==> config.mk <==
export PLATFORM = sky130hd
export DESIGN_NAME = mpx_irq_ctrl
export DESIGN_NICKNAME = d
export VERILOG_FILES = /design/src/rtl/mpx_pkg.sv /design/src/rtl/mpx_pend_core.sv /design/src/rtl/mpx_cpu_port.sv /design/src/rtl/mpx_regbus.sv /design/src/rtl/mpx_irq_ctrl.sv
export SDC_FILE = /design/constraint.sdc
export NUM_CORES = 1
export LEC_CHECK = 0
export BUFFER_PORTS_ARGS = -buffer_cell sky130_fd_sc_hd__buf_4
export CAP_MARGIN = 30
export CORE_MARGIN = 3
export CORE_UTILIZATION = 40
export CTS_CLUSTER_DIAMETER = 100
export CTS_CLUSTER_SIZE = 30
export DETAILED_ROUTE_END_ITERATION = 6
export GPL_ROUTABILITY_DRIVEN = 0
export GPL_TIMING_DRIVEN = 0
export SLEW_MARGIN = 0
export SYNTH_ARGS = -nofsm -noshare
export SYNTH_HDL_FRONTEND = slang
export SYNTH_HIERARCHICAL = 1
export SYNTH_SLANG_ARGS = --single-unit
==> constraint.sdc <==
create_clock -name clk -period 6.73 [get_ports clk]
set_clock_uncertainty 0.15 [all_clocks]
set_input_delay 1.6825 -clock clk [delete_from_list [all_inputs] [get_ports clk]]
set_output_delay 1.6825 -clock clk [all_outputs]
set_load 0.05 [all_outputs]
==> src/rtl/mpx_pkg.sv <==
package mpx_pkg;
  localparam int unsigned SRC_N = 32;
  localparam int unsigned LVL_W = 4;
  localparam int unsigned ID_W  = 5;

  typedef logic [SRC_N-1:0] src_vec_t;
  typedef logic [LVL_W-1:0] lvl_t;

  localparam logic [7:0] OFS_PEND  = 8'h00;
  localparam logic [7:0] OFS_FORCE = 8'h04;
  localparam logic [7:0] OFS_CLEAR = 8'h08;
  localparam logic [7:0] OFS_STAT  = 8'h0C;
  localparam logic [1:0] PAGE_GLOB = 2'b00;
  localparam logic [1:0] PAGE_MASK = 2'b01;
  localparam logic [1:0] PAGE_ID   = 2'b10;

  // highest set bit among positions 1..15, 0 when none
  function automatic lvl_t top_level(input logic [15:0] v);
    lvl_t r;
    r = '0;
    for (int i = 1; i < 16; i++)
      if (v[i]) r = lvl_t'(i);
    return r;
  endfunction

  // highest set bit index among 0..15
  function automatic logic [3:0] top_index(input logic [15:0] v);
    logic [3:0] r;
    r = '0;
    for (int i = 0; i < 16; i++)
      if (v[i]) r = 4'(i);
    return r;
  endfunction
endpackage

==> src/rtl/mpx_pend_core.sv <==
module mpx_pend_core
  import mpx_pkg::*;
(
  input  logic     clk,
  input  logic     rst_n,
  input  src_vec_t irq_in,
  input  src_vec_t force_vec,
  input  src_vec_t clr_vec,
  input  src_vec_t ack_clr,
  output src_vec_t pend_q
);
  src_vec_t prev_q;
  src_vec_t rise;
  src_vec_t pend_d;

  assign rise = irq_in & ~prev_q;

  always_comb begin
    pend_d    = (pend_q | rise | force_vec) & ~clr_vec & ~ack_clr;
    pend_d[0] = 1'b0;
  end

  always_ff @(posedge clk) begin
    if (!rst_n) begin
      prev_q <= '0;
      pend_q <= '0;
    end else begin
      prev_q <= irq_in;
      pend_q <= pend_d;
    end
  end
endmodule

==> src/rtl/mpx_cpu_port.sv <==
module mpx_cpu_port
  import mpx_pkg::*;
#(
  parameter int unsigned EXT_LEVEL = 10
) (
  input  logic            clk,
  input  logic            rst_n,
  input  src_vec_t        pend,
  input  logic            mask_we,
  input  src_vec_t        mask_wdata,
  input  logic            ack,
  input  lvl_t            ack_lvl,
  output lvl_t            lvl,
  output src_vec_t        mask_q,
  output logic [ID_W-1:0] id_q,
  output src_vec_t        ack_clr
);
  localparam lvl_t EXT_L = lvl_t'(EXT_LEVEL);

  src_vec_t    eff;
  logic        ext_any;
  logic [3:0]  ext_idx;
  logic [15:0] reg_req;
  logic        ack_ext;

  assign eff     = pend & mask_q;
  assign ext_any = |eff[31:16];
  assign ext_idx = top_index(eff[31:16]);
  assign reg_req = (eff[15:0] & 16'hFFFE) | (ext_any ? (16'd1 << EXT_LEVEL) : 16'd0);
  assign lvl     = top_level(reg_req);
  assign ack_ext = ack && (ack_lvl == EXT_L);

  always_comb begin
    ack_clr = '0;
    if (ack && ack_lvl != '0) ack_clr[ack_lvl] = 1'b1;
    if (ack_ext && ext_any) ack_clr[5'd16 + {1'b0, ext_idx}] = 1'b1;
  end

  always_ff @(posedge clk) begin
    if (!rst_n) begin
      mask_q <= '0;
      id_q   <= '0;
    end else begin
      if (mask_we) mask_q <= mask_wdata;
      if (ack_ext) id_q <= ext_any ? {1'b1, ext_idx} : '0;
    end
  end
endmodule

==> src/rtl/mpx_regbus.sv <==
module mpx_regbus
  import mpx_pkg::*;
#(
  parameter int unsigned NCPU      = 2,
  parameter int unsigned EXT_LEVEL = 10
) (
  input  logic                 bus_wr,
  input  logic [7:0]           bus_addr,
  input  logic [31:0]          bus_wdata,
  output logic [31:0]          bus_rdata,
  input  src_vec_t             pend,
  input  logic [NCPU*32-1:0]   masks,
  input  logic [NCPU*ID_W-1:0] ids,
  output src_vec_t             force_vec,
  output src_vec_t             clr_vec,
  output logic [NCPU-1:0]      mask_we
);
  localparam logic [31:0] STATUS_WORD =
    {4'(NCPU - 1), 1'b1, 23'd0, 4'(EXT_LEVEL)};

  logic [1:0] page;
  logic [3:0] idx;
  logic       idx_ok;

  assign page   = bus_addr[7:6];
  assign idx    = bus_addr[5:2];
  assign idx_ok = (int'(idx) < NCPU) && (bus_addr[1:0] == 2'b00);

  assign force_vec = (bus_wr && bus_addr == OFS_FORCE) ? bus_wdata : '0;
  assign clr_vec   = (bus_wr && bus_addr == OFS_CLEAR) ? bus_wdata : '0;

  for (genvar c = 0; c < NCPU; c++) begin : g_we
    assign mask_we[c] = bus_wr && page == PAGE_MASK && idx_ok && int'(idx) == c;
  end

  always_comb begin
    bus_rdata = '0;
    unique case (page)
      PAGE_GLOB: begin
        if (bus_addr == OFS_PEND) bus_rdata = pend;
        else if (bus_addr == OFS_STAT) bus_rdata = STATUS_WORD;
      end
      PAGE_MASK: if (idx_ok) bus_rdata = masks[int'(idx)*32 +: 32];
      PAGE_ID:   if (idx_ok) bus_rdata = 32'(ids[int'(idx)*ID_W +: ID_W]);
      default:   bus_rdata = '0;
    endcase
  end
endmodule

==> src/rtl/mpx_irq_ctrl.sv <==
module mpx_irq_ctrl
  import mpx_pkg::*;
#(
  parameter int unsigned NCPU      = 2,
  parameter int unsigned EXT_LEVEL = 10
) (
  input  logic                  clk,
  input  logic                  rst_n,
  input  logic [31:0]           irq_in,
  input  logic                  bus_wr,
  input  logic [7:0]            bus_addr,
  input  logic [31:0]           bus_wdata,
  output logic [31:0]           bus_rdata,
  input  logic [NCPU-1:0]       cpu_ack,
  input  logic [NCPU*4-1:0]     cpu_ack_lvl,
  output logic [NCPU*4-1:0]     cpu_lvl
);
  src_vec_t             pend_q;
  src_vec_t             force_vec;
  src_vec_t             clr_vec;
  src_vec_t             ack_any;
  logic [NCPU-1:0]      mask_we;
  logic [NCPU*32-1:0]   mask_flat;
  logic [NCPU*ID_W-1:0] id_flat;
  src_vec_t             ack_clr [NCPU];

  mpx_pend_core u_pend (
    .clk       (clk),
    .rst_n     (rst_n),
    .irq_in    (irq_in),
    .force_vec (force_vec),
    .clr_vec   (clr_vec),
    .ack_clr   (ack_any),
    .pend_q    (pend_q)
  );

  mpx_regbus #(.NCPU(NCPU), .EXT_LEVEL(EXT_LEVEL)) u_bus (
    .bus_wr    (bus_wr),
    .bus_addr  (bus_addr),
    .bus_wdata (bus_wdata),
    .bus_rdata (bus_rdata),
    .pend      (pend_q),
    .masks     (mask_flat),
    .ids       (id_flat),
    .force_vec (force_vec),
    .clr_vec   (clr_vec),
    .mask_we   (mask_we)
  );

  for (genvar c = 0; c < NCPU; c++) begin : g_cpu
    mpx_cpu_port #(.EXT_LEVEL(EXT_LEVEL)) u_port (
      .clk        (clk),
      .rst_n      (rst_n),
      .pend       (pend_q),
      .mask_we    (mask_we[c]),
      .mask_wdata (bus_wdata),
      .ack        (cpu_ack[c]),
      .ack_lvl    (cpu_ack_lvl[c*4 +: 4]),
      .lvl        (cpu_lvl[c*4 +: 4]),
      .mask_q     (mask_flat[c*32 +: 32]),
      .id_q       (id_flat[c*ID_W +: ID_W]),
      .ack_clr    (ack_clr[c])
    );
  end

  always_comb begin
    ack_any = '0;
    for (int c = 0; c < NCPU; c++) ack_any |= ack_clr[c];
  end
endmodule

# Word-level counts from Yosys, hierarchy flattened
# Index checks and enable logic that the tools add are counted.
# word_totals
wordCells	152
register_bits	138
# op_classes
multipliers	1
magnitude_cmp	9
shift	2
add_sub_neg	2
mux	83
n_reduce_logical	25
n_eq_ne	8
bitwise	15
# ops
op	n
$mux 32	6
$mux 4	44
$and 32x32->32	5
$not 32->32	3
$or 32x32->32	3
$pmux 32 s3	1
$or 16x32->32	2
$shiftx 64x10->32	1
$mux 16	2
$or 16x16->16	2
$reduce_or 16->1	2
$mux 29	1
$mux 3	8
$mux 11	2
$logic_and 1x1->1	17
$eq 8x4->1 const B	2
$mux 5	3
$lt 4x6->1 const B	2
$lt 5x6->1 const B	2
$add 5x4->5 const A	2
$demux 1 s5	2
$ge 5x1->1 const B	2
$shiftx 10x8->5	1
$demux 1 s4	2
other kinds (14)	28

# Logic depth before layout (Yosys ltp)
# Gate-level depths: netlist of the first run.
# depth
ltp_word	26
ltp_mapped	10
ltp_nobuf	9

# Modules after synthesis
# The synthesis of the first run kept the hierarchy.
# modules_own_cells
mod	cells_per_inst	n_inst	area_each_um2	seq_area_each_um2
mpx_pend_core	195	1	2129.5	1241.2
mpx_cpu_port at g_cpu[0].u_port	253	1	2125.8	740.7
mpx_cpu_port at g_cpu[1].u_port	254	1	2025.7	740.7
mpx_regbus	177	1	1453.9	0.0
mpx_irq_ctrl	32	1	200.2	0.0

# Least setup slack after synthesis of the first run
# Ideal clock, no wire load.
# synth_path
kind	input-to-output
from	input bus_addr[4]
to	output bus_rdata[27]
required_ps	4898
path_buffers	2
stages	5
t_arrival_ps	3750
setup_slack_ps	1148
path_cell_list	or4_4 buf_6 or4_4 buf_6 o22ai_1
# synth_between
elab_chain_len	4
elab_cells_between_ends	9
classes_between	order compare (1); eq/ne (1); shift (1); mux (4); reduce/logical (2)
# synth_rtl
item	line	rtl
start, declared	mpx_irq_ctrl.sv:11	input logic [7:0] bus_addr,
parallel branches: the longest is 3 deep, another holds $shiftx 64x10->32	n/a	
$pmux 32 s3 (*)	mpx_regbus.sv:38	unique case (page)
end, declared	mpx_irq_ctrl.sv:13	output logic [31:0] bus_rdata,
# Mark *: on every way between the ends.

# Worst setup path after layout of the first run
# layout_path
from	input bus_addr[4]
to	output bus_rdata[30]
# layout_between
elab_chain_len	4
elab_cells_between_ends	7
classes_between	order compare (1); shift (1); mux (3); reduce/logical (2)
# layout_rtl
item	line
parallel branches: the longest is 3 deep, another holds $shiftx 64x10->32	n/a
$pmux 32 s3 (*)	mpx_regbus.sv:38
# Marked as above.

==> impl_metrics.env, run 1 <==
export IMPL_drt_iter0_drc=477
export IMPL_peakVddDrop_mv=0.161
export IMPL_synthCells=904
export IMPL_grt_first_pass_wirelength_mm=39.6
export IMPL_finalHoldViolCount=0
export IMPL_critPathMaxFanout=10
export IMPL_clkLatencyLatePin_ns=0.42
export IMPL_portBuffers=120
export IMPL_syn_num_nets=989
export IMPL_worst_pin_slew_ns=1.03
export IMPL_antenna_cells=0
export IMPL_antenna_found_initial=0
export IMPL_path_buf_inv=4
export IMPL_fmax_mhz=166
export IMPL_numCtsBuffers=17
export IMPL_yosys_warnings=6
export IMPL_fillers=1906
export IMPL_hpwl_mm=18.7
export IMPL_layout_drive_gt1_share_pct=20.6
export IMPL_arrival_ns=4.21
export IMPL_core_mm2=0.0190
export IMPL_crit_chain="buf_4 > or4_4 > buf_6 > nor4_4 > buf_2 > o2bb2ai_2 > buf_4"
export IMPL_ctsLongestPathBuffers=2
export IMPL_hold_buffers=0
export IMPL_clkSinkCount=136
export IMPL_initial_core_util_pct=41.5
export IMPL_route_detailed_wl_per_inst_um=19.2
export IMPL_relSlewSlack_pct=31.1
export IMPL_cts_tree="done"
export IMPL_cap_violations=0
export IMPL_die_w_um=146
export IMPL_status="finished clean"
export IMPL_crit_path_start_kind="input port"
export IMPL_ios=125
export IMPL_setup_viol=0
export IMPL_slew_viol_final=0
export IMPL_instances_no_fill=1317
export IMPL_path_class="in -> out"
export IMPL_hold_path_class="reg -> reg"
export IMPL_wl_mm=25.3
export IMPL_worst_path_most_repeated_cell="buf_4"
export IMPL_cts_max_level=4
export IMPL_first_global_vias=6891
export IMPL_power_leakage_uw=0.00393
export IMPL_cts_resized=0
export IMPL_end_kind="output pin"
export IMPL_critPathTopFamily="simple AND/OR/NAND/NOR gates"
export IMPL_dp_cells=1284
export IMPL_routed_via_density=5.46
export IMPL_grt_max_degree=17
export IMPL_syn_to_final_growth_pct=24.1
export IMPL_holdWs_ns=0.311
export IMPL_grt_overflow=0
export IMPL_cts_setup_buffers=0
export IMPL_cts_root_buf="clkbuf_16"
export IMPL_fin_crit_ns=6.04
export IMPL_vias=7192
export IMPL_slowest_delay_ns=0.78
export IMPL_rsz0062_at_grt="false"
export IMPL_slowest_stage="nor4_4"
export IMPL_fin_crit_sh_pct=89.8
export IMPL_finalSetupTns_ns=0
export IMPL_ant_nets=0
export IMPL_dieHeight_um=146
export IMPL_rows=50
export IMPL_cts_clk_slew_worst_paths_ns=0.06
export IMPL_dieArea_mm2=0.0215
export IMPL_required_ns=4.90
export IMPL_route_detailed_drc=0
export IMPL_first_pass_iters=5
export IMPL_nets=1129
export IMPL_synth_area_mm2=0.00789
export IMPL_syn_avg_cell_area_um2=8.73
export IMPL_grt_use_total_pct=23.5
export IMPL_powerDensity_mw_per_mm2=211
[power breakdown]
group	switching (uW)	leakage [uW]	internal [uW]
clock network	384	0.000313	671
logic	72.7	0.00250	75.6
registers	31.4	0.00111	831
[final cells by class]
| class | instances | area, um2 | area share (%) |
|---|---|---|---|
| well taps | 260 | 325 | 3.32 |
| flip-flops and latches | 136 | 2720 | 27.8 |
| clock buffers | 18 | 439 | 4.48 |
| clock inverters | 14 | 221 | 2.26 |
| multi-input cells | 719 | 4890 | 49.9 |
| inverters | 4 | 16.3 | 0.166 |
| repair buffers | 121 | 916 | 9.35 |
| plain buffers | 45 | 268 | 2.73 |
[worst reg2reg max path, cell delays in order, from the launching register on]
cell     delay (ns)
dfxtp_1        0.45
a22oi_1        0.19
a221o_2        0.34
a31oi_1        0.32
nor2b_1        0.15
o21ai_0        0.27
nor2_1         0.07
or2_1          0.28
nor2_1         0.10
o311a_1        0.16
[state kept, by name, indices dropped and copies added, names as in the netlist]
signal               count
g_cpu.u_port/mask_q     64
u_pend/pend_q           31
u_pend/prev_q           31
g_cpu.u_port/id_q       10
[cells in the final DEF (no fill, tap or decap), types with 4 or more instances in the layout]
master,n
a21oi_1,8
a22o_1,5
a22oi_1,15
a31oi_1,7
a32o_1,5
and2_1,100
buf_1,6
buf_2,7
buf_4,124
buf_6,10
bufinv_16,5
clkbuf_1,18
clkbuf_16,17
dfxtp_1,136
mux2i_1,100
nand2_1,75
nand2b_1,10
nand3_1,16
nand3b_1,4
nand4_1,6
nor2_1,119
nor2b_1,64
nor3_1,13
nor4_1,4
o211ai_1,4
o21ai_0,11
o22ai_1,6
o2bb2ai_1,8
o2bb2ai_2,19
o311a_1,31
or2_1,32
[path summary, 6_finish.rpt]
kind,start,endpoint,slack [ns],cells past startpoint
min reg2reg,g_cpu[0].u_port/id_q[0]$_SDFFE_PN0P_,g_cpu[0].u_port/id_q[0]$_SDFFE_PN0P_,0.31,2
max,bus_addr[4],bus_rdata[30],0.69,7
min,g_cpu[0].u_port/id_q[0]$_SDFFE_PN0P_,g_cpu[0].u_port/id_q[0]$_SDFFE_PN0P_,0.31,2
max reg2reg,u_pend/pend_q[19]$_SDFF_PN0_,u_pend/pend_q[29]$_SDFF_PN0_,4.20,9
[layer usage]
| metal | GRT usage [%] | vias up | share of wire (%) |
|---|---|---|---|
| met5 | 0 | - | 0 |
| met4 | 5.32 | 0 | 1.3 |
| met3 | 4.59 | 22 | 7.5 |
| met2 | 35.5 | 268 | 43 |
| met1 | 34.7 | 3398 | 48 |
| li1 | - | 3504 | - |
[metrics by stage]
step	setup slack, ns	util, %	instance area, um2	total power (uW)
after floorplan	1.15	-	7890	945
after global placement	0.740	48.0	9120	1030
after detailed placement	0.753	48.0	9120	1030
after CTS	0.751	51.4	9780	2080
after global routing	0.679	51.5	9800	2130
final	0.689	51.5	9800	2070
Note: power is estimated with default switching activity, not from simulation.
==> run 2: changes to the inputs <==
- REMOVE_ABC_BUFFERS: default -> 1
==> run 2 against run 1 <==
Sequential power is essentially flat. Worst setup slack better by 0.41 ns. Register-to-register slack improved by 0.09 ns. Flip-flop and latch count is the same. Clock-buffer cell count is the same. Sequential share of layout area increased by 0.31 points. Combinational power down 5%. Critical endpoint is now bus_rdata[14]. Largest cell class unchanged. Highest routed layer unchanged.
==> impl_metrics.env, run 2 (synthesized netlist as in run 1, its figures left out) <==
export IMPL_finalSetupTns_ns=0
export IMPL_vias=7004
export IMPL_dp_cells=1251
export IMPL_syn_to_final_growth_pct=22.7
export IMPL_swShare_pct=23.2
export IMPL_path_class="in -> out"
export IMPL_hold_path_class="reg -> reg"
export IMPL_largest_register_ffs=64
export IMPL_powerDensity_mw_per_mm2=205
export IMPL_cap_violations=0
export IMPL_cts_setup_buffers=0
export IMPL_grt_use_total_pct=21.4
export IMPL_regMostFlops="g_cpu.u_port/mask_q"
export IMPL_worst_pin_slew_ns=0.997
export IMPL_rows=50
export IMPL_dieHeight_um=146
export IMPL_cts_max_level=4
export IMPL_end_kind="output pin"
export IMPL_cts_tree="done"
export IMPL_status="finished clean"
export IMPL_rsz0062_at_grt="false"
export IMPL_pre_cts_ws_ns=0.795
export IMPL_core_mm2=0.0190
export IMPL_first_pass_iters=5
export IMPL_holdWs_ns=0.322
export IMPL_power_leakage_uw=0.00386
export IMPL_critPathMaxFanout=28
export IMPL_grt_max_degree=103
export IMPL_first_global_vias=6754
export IMPL_cts_clk_slew_worst_paths_ns=0.06
export IMPL_layout_common_cells="136 x dfxtp_1, 123 x buf_4, 118 x nor2_1"
export IMPL_slew_viol_final=0
export IMPL_routed_via_density=5.46
export IMPL_nets=1096
export IMPL_regArea_mm2=0.00272
export IMPL_route_detailed_wl_per_inst_um=18.2
export IMPL_ant_nets=0
export IMPL_route_detailed_drc=0
export IMPL_hpwl_mm=16.9
export IMPL_switching_power_uw=462
export IMPL_antenna_cells=0
export IMPL_p_int_uw=1530
export IMPL_arrival_ns=3.80
export IMPL_crit_path_start_kind="input port"
export IMPL_instances_no_fill=1283
export IMPL_antenna_found_initial=0
export IMPL_ios=125
export IMPL_seq_power_share_pct=43.3
export IMPL_total_power_uw=1990
export IMPL_p_comb_share_pct=7.0
export IMPL_drt_iter0_drc=326
export IMPL_grt_overflow=0
export IMPL_finalHoldViolCount=0
export IMPL_setup_viol=0
export IMPL_numCtsBuffers=17
export IMPL_grt_first_pass_wirelength_mm=36.9
export IMPL_relSlewSlack_pct=33.5
export IMPL_fmax_mhz=178
export IMPL_layout_commonest_cell="dfxtp_1"
export IMPL_finalWorstSetupSlack_ns=1.10
export IMPL_initial_core_util_pct=41.5
export IMPL_hold_buffers=0
export IMPL_layout_drive_gt1_share_pct=20.5
export IMPL_pwr_share_clk_pct=49.7
export IMPL_dieArea_mm2=0.0215
export IMPL_die_w_um=146
export IMPL_peakVddDrop_mv=0.214
export IMPL_required_ns=4.90
export IMPL_cts_root_buf="clkbuf_16"
export IMPL_multi_input_area_mm2=0.00491
export IMPL_portBuffers=123
export IMPL_ctsLongestPathBuffers=2
export IMPL_r2r_slack_ns=4.29
export IMPL_fin_crit_sh_pct=83.6
export IMPL_fin_crit_ns=5.63
export IMPL_wl_mm=23.4
export IMPL_clkSinkCount=136
export IMPL_top_regs="g_cpu.u_port/mask_q (64), u_pend/pend_q (31), u_pend/prev_q (31)"
export IMPL_fillers=1859
export IMPL_clkLatencyLatePin_ns=0.42
export IMPL_cts_resized=0
## run 2: final timing paths
kind / from / to / cells after the start
setup / recovery: bus_addr[4] / bus_rdata[14] / 5
hold / removal: g_cpu[0].u_port/id_q[0]$_SDFFE_PN0P_ / g_cpu[0].u_port/id_q[0]$_SDFFE_PN0P_ / 2
setup reg to reg: u_pend/pend_q[19]$_SDFF_PN0_ / u_pend/pend_q[17]$_SDFF_PN0_ / 9
hold reg to reg: g_cpu[0].u_port/id_q[0]$_SDFFE_PN0P_ / g_cpu[0].u_port/id_q[0]$_SDFFE_PN0P_ / 2
## run 2: metal layers
metal  track usage, %  vias to the layer above  part of all wire (%)
li1                 -                     3438                     -
met1             31.3                     3367                    50
met2             32.0                      176                    43
met3             4.07                       23                   4.8
met4             5.88                        0                   1.4
met5                0                        -                     0
## run 2: cell type report
cell class | count | share of cell area, %
clock buffers | 18 | 4.53
clock inverters | 13 | 1.85
flip-flops and latches | 136 | 28.1
well taps | 260 | 3.36
multi-input cells | 719 | 50.7
repair buffers | 133 | 11.3
inverters | 4 | 0.168
## run 2: worst max-delay path, stage by stage
cell and delay (ns):
buf_4 0.12, or4_4 0.63, or4_4 0.81, o2bb2ai_1 0.31, buf_4 0.24
## run 2: power groups by stage
stage	clock [uW]	sequential [uW]	combinational (uW)
6_report	988	862	140
3_3_place_gp	0	878	136
5_1_grt	1040	866	153
3_5_place_dp	0	879	140
2_1_floorplan	0	870	56.9
4_1_cts	1000	861	141
## run 2: metrics by stage
step	cell area [um2]	utilization [%]
after floorplan	7630	-
final	9690	50.9
after global routing	9690	50.9
after detailed placement	9060	47.6
after CTS	9680	50.9
after global placement	8870	46.7
